--- src/rtl/defl_se.sv ---
module defl_se #(
  parameter int NB = 4,
  parameter int ROW = 5,
  parameter logic [15:0] SEED = 16'hACE1,
  localparam int DW = (NB > 1) ? $clog2(NB) : 1
) (
  input  logic            clk,
  input  logic            rst_n,
  input  logic            a_vld,
  input  logic [NB-1:0]   a_dst,
  input  logic            b_vld,
  input  logic [NB-1:0]   b_dst,
  output logic [3:0]      o_vld,
  output logic [4*NB-1:0] o_dst,
  output logic [4*DW-1:0] o_dist
);
  localparam logic [NB-1:0] RWIDE = NB'(ROW) & {1'b0, {(NB-1){1'b1}}};

  function automatic logic [DW-1:0] dist_of(input logic [NB-1:0] dst);
    logic [DW-1:0] d;
    logic [NB-1:0] mask;
    d = DW'(NB - 1);
    for (int k = NB - 1; k >= 0; k--) begin
      mask = {NB{1'b1}} << (k + 1);
      if ((((RWIDE << (k + 1)) ^ dst) & mask) == '0) d = DW'(k);
    end
    return d;
  endfunction

  function automatic logic [1:0] req_of(input logic [NB-1:0] dst, input logic [DW-1:0] d);
    return (d == '0) ? {1'b0, dst[0]} : {1'b1, dst[d]};
  endfunction

  logic [15:0]   lfsr;
  logic [DW-1:0] da, db;
  logic [1:0]    ra, rb, pa, pb;
  logic          clash, a_wins;

  assign da     = dist_of(a_dst);
  assign db     = dist_of(b_dst);
  assign ra     = req_of(a_dst, da);
  assign rb     = req_of(b_dst, db);
  assign clash  = a_vld && b_vld && (ra == rb);
  assign a_wins = (da < db) || ((da == db) && !lfsr[0]);

  always_comb begin
    logic [1:0] lose;
    lose = ra[1] ? {1'b1, ~ra[0]} : {1'b1, lfsr[1]};
    pa = ra;
    pb = rb;
    if (clash) begin
      pa = a_wins ? ra : lose;
      pb = a_wins ? lose : rb;
    end
  end

  always_ff @(posedge clk or negedge rst_n) begin
    if (!rst_n) lfsr <= SEED;
    else        lfsr <= {lfsr[14:0], 1'b0} ^ (lfsr[15] ? 16'h002D : 16'h0000);
  end

  logic [3:0]      n_vld;
  logic [4*NB-1:0] n_dst;
  logic [4*DW-1:0] n_dist;

  always_comb begin
    n_vld  = '0;
    n_dst  = '0;
    n_dist = '0;
    for (int p = 0; p < 4; p++) begin
      if (a_vld && pa == 2'(p)) begin
        n_vld[p]            = 1'b1;
        n_dst[p*NB +: NB]   = a_dst;
        n_dist[p*DW +: DW]  = da;
      end else if (b_vld && pb == 2'(p)) begin
        n_vld[p]            = 1'b1;
        n_dst[p*NB +: NB]   = b_dst;
        n_dist[p*DW +: DW]  = db;
      end
    end
  end

  always_ff @(posedge clk or negedge rst_n) begin
    if (!rst_n) begin
      o_vld  <= '0;
      o_dst  <= '0;
      o_dist <= '0;
    end else begin
      o_vld  <= n_vld;
      o_dst  <= n_dst;
      o_dist <= n_dist;
    end
  end
endmodule

--- config.mk ---
export PLATFORM = sky130hd
export DESIGN_NAME = defl_se
export DESIGN_NICKNAME = d
export VERILOG_FILES = /design/src/rtl/defl_se.sv
export SDC_FILE = /design/constraint.sdc
export NUM_CORES = 1
export LEC_CHECK = 0
export BUFFER_PORTS_ARGS = -buffer_cell sky130_fd_sc_hd__buf_4
export CORE_ASPECT_RATIO = 0.6
export CORE_UTILIZATION = 56
export DETAILED_ROUTE_END_ITERATION = 7
export MAX_ROUTING_LAYER = met4
export PLACE_DENSITY = 0.83
export SYNTH_ARGS = -nofsm -noshare
export SYNTH_HDL_FRONTEND = slang
export SYNTH_SLANG_ARGS = --single-unit
--- constraint.sdc ---
create_clock -name clk -period 4.3 [get_ports clk]
set_input_delay 0.43 -clock clk [delete_from_list [all_inputs] [get_ports clk]]
set_output_delay 0.43 -clock clk [all_outputs]
set_load 0.005 [all_outputs]
==> metrics.cfg <==
[global_route]
grt_max_degree = 45
grt-busiest-layer = met2
grt_remaining_overflow = 0
grtUsageMet1 = 0.355
grtUsageMet2 = 0.370
gr-usage-all-layers = 0.254
antenna_found_initial = 0
grt_pass1_wl_mm = 5.67
grt_pass1_vias = 1163
met3_usage = 0.0661

[sta]
hold_violations = 0
finClkSkew_ns = 0.00443
hold_slack_ns = 0.117
min_period_ns = 2.43
finalSetupViolCount = 0
fin_setup_tns_ns = 0
max_freq_ghz = 0.411
tightest_slew_ns = 0.514
rsz0062_at_grt = no
fin_crit_sh = 0.565
slew-limit-headroom = 0.657
drv_slew = 0

[power]
power_leakage_uw = 0.00108
seq_power_share = 0.531
intPower_uw = 632
ir_drop_mv = 0.213
total_power_uw = 822
combPwrFrac = 0.143
p_per_area_nw_per_um2 = 383
sw_frac_of_total = 0.231
net-switching-power_uw = 190
p_clk_frac = 0.326

[final_layout]
final_cell_mix = buf_4 (39), dfrtp_1 (36), nand2_1 (14), dfstp_2 (8)
final_layout_size_suffix_gt1_frac = 0.372
nFillCells = 205
area_growth_pct = 26.1
final_common_cell = buf_4
final_nets = 193
final_core_util = 0.747
final_cells = 222
num_antenna_cells = 0

[cts]
h-tree-depth = 2
cts_buffers = 5
cts_num_sinks = 44
clock_latency_ns = 0.28
post_cts_buffers = 0
clockBufferDepth = 2
holdBufCountCts = 0
ctsResizeCount = 0
path_clk_slew_ns = 0.07
cts_tree = yes
cts-root-buf = clkbuf_8

[routing]
ant_nets = 0
dr.pass1.iters = 4
num_vias = 1206
drt_iter0_markers = 133
drc_errors = 0
routed_via_density = 5.43
routedWlPerCell_um = 16.0
totalWireLength_mm = 3.55

[setup_path]
cpLargestDelayFamily = compound AO/OA/AOI/OAI gates
path_cells = buf_4 -> and3b_4 -> a21oi_1 -> ha_1 -> nor2b_1 -> o22ai_1 -> nor3b_2 -> nand2_2 -> a211oi_4 -> a22o_1
cp.required_ns = 4.52
worst-path-buf-inv = 1
cpMaxStageDelayCell = a211oi_4
cp_max_fo = 9
critPathArrivalTime_ns = 2.65
timing.rr.start = lfsr[0]
worstSetupStartpointType = input port
startpoint = a_dst[3]
critPathKind = in -> reg
crit_path_end_kind = flop
critical_path.max_stage_delay_ns = 0.36

[die]
die_area_um2 = 3270
num_rows = 15
die_y_um = 44.7
initial_utilization = 0.592
num_io_pins = 40
fp.dieW_um = 73.1
core_area_um2 = 2870

[outcome]
status = completed

[synthesis]
synthCells = 131
ys_warn_count = 0
synth_cell_type_count = 34
synth-seq-area-share = 0.653
syn_area_um2 = 1700
syn_avg_cell_area_um2 = 13.0
synth_seq_cells = 44

[flow_run]
maxCapViolCount = 0

[placed_design]
routabilityCongestion = 0.936
port-buffer-count = 39
dp_hpwl_mm = 2.62
dp_cells = 214

[min_path]
hold_class = in -> async

## power groups by stage
| stage | registers (µW) | clock network [µW] | logic (µW) |
|---|---|---|---|
| 2_1_floorplan | 447 | 0 | 55.3 |
| 3_3_place_gp | 444 | 0 | 115 |
| 3_5_place_dp | 445 | 0 | 117 |
| 4_1_cts | 437 | 274 | 117 |
| 5_1_grt | 438 | 293 | 128 |
| 6_report | 437 | 268 | 117 |
## Yosys cell counts
master    instances  area (µm²)
dfrtp_1          36         901
nand2_1          14        52.6
dfstp_2           8         210
inv_1             7        26.3
o22ai_1           7        43.8
a21oi_1           6        30.0
o21ai_0           6        30.0
a22o_1            5        43.8
nand3_1           4        20.0
o32ai_1           4        35.0
xor2_1            3        26.3
and3b_4           2        25.0
clkbuf_1          2        7.51
ha_1              2        25.0
mux2_4            2        30.0
nand2_2           2        12.5
nor2b_1           2        12.5
o21ai_1           2        10.0
xnor2_2           2        32.5
a211oi_4          1        20.0
a31oi_1           1        6.26
a32o_2            1        11.3
and3_1            1        6.26
buf_2             1        5.00
buf_6             1        11.3
conb_1            1        3.75
maj3_1            1        10.0
nand3b_1          1        7.51
nand4_1           1        6.26
nor2_1            1        3.75
nor2_2            1        6.26
nor3_2            1        10.0
nor3b_2           1        12.5
or2_1             1        6.26
## cell families (layout without fill, tap and decap cells)
family / Yosys count / after routing / synth area share
other cells: 1 / 7 / 0.00221
simple gates: 32 / 32 / 0.107
fa+ha+maj: 3 / 3 / 0.0206
compound gates: 33 / 33 / 0.135
mux: 2 / 2 / 0.0177
buf+inv: 11 / 54 / 0.0294
xor+xnor: 5 / 5 / 0.0346
flops: 44 / 44 / 0.653
## registers in the layout, summed over array words and instances, names as in the netlist
signal  flops
lfsr       16
o_dist      8
o_dst      16
o_vld       4
## area by class of cell
type / instances / area [µm²] / share of cell area
sequential: 44 / 1110 / 0.518
multi-input combinational: 82 / 562 / 0.262
timing repair buffer: 39 / 293 / 0.137
clock buffer: 8 / 100 / 0.0467
tap: 42 / 52.6 / 0.0245
inverter: 7 / 26.3 / 0.0123
## routing by layer
metal | up-vias | share of wire | routed length (µm)
li1 | 547 | - | -
met5 | - | 0 | 0
met3 | 4 | 0.068 | 243
met2 | 56 | 0.47 | 1650
met1 | 599 | 0.46 | 1630
met4 | 0 | 0.0082 | 29
## path summary, 6_finish.rpt
path                             endpoint  slack [ns]  depth (start not counted)
worst max-delay path            o_dist[5]        1.87                         10
worst min-delay path             o_vld[3]        0.12                          1
worst max register to register  o_dist[5]        2.62                          5
worst min register to register   lfsr[11]        0.36                          0
max in group asynchronous         lfsr[0]        3.81                          1
min in group clk                 lfsr[11]        0.36                          0
## worst reg2reg max path: stages (launching register included)
cell and delay (ns):
dfstp_2 0.53, o22ai_1 0.10, nor3_2 0.21, nand2_2 0.12, mux2_4 0.37, a22o_1 0.25
## per-stage QoR
| stage | area [µm²] | setup WS (ns) |
|---|---|---|
| 2_1_floorplan | 1720 | 1.87 |
| 5_1_grt | 2140 | 1.71 |
| 6_report | 2140 | 1.87 |
| 3_5_place_dp | 2040 | 1.66 |
| 4_1_cts | 2140 | 1.90 |
| 3_3_place_gp | 2040 | 1.59 |
No activity file was read; power rests on OpenSTA's default activity.
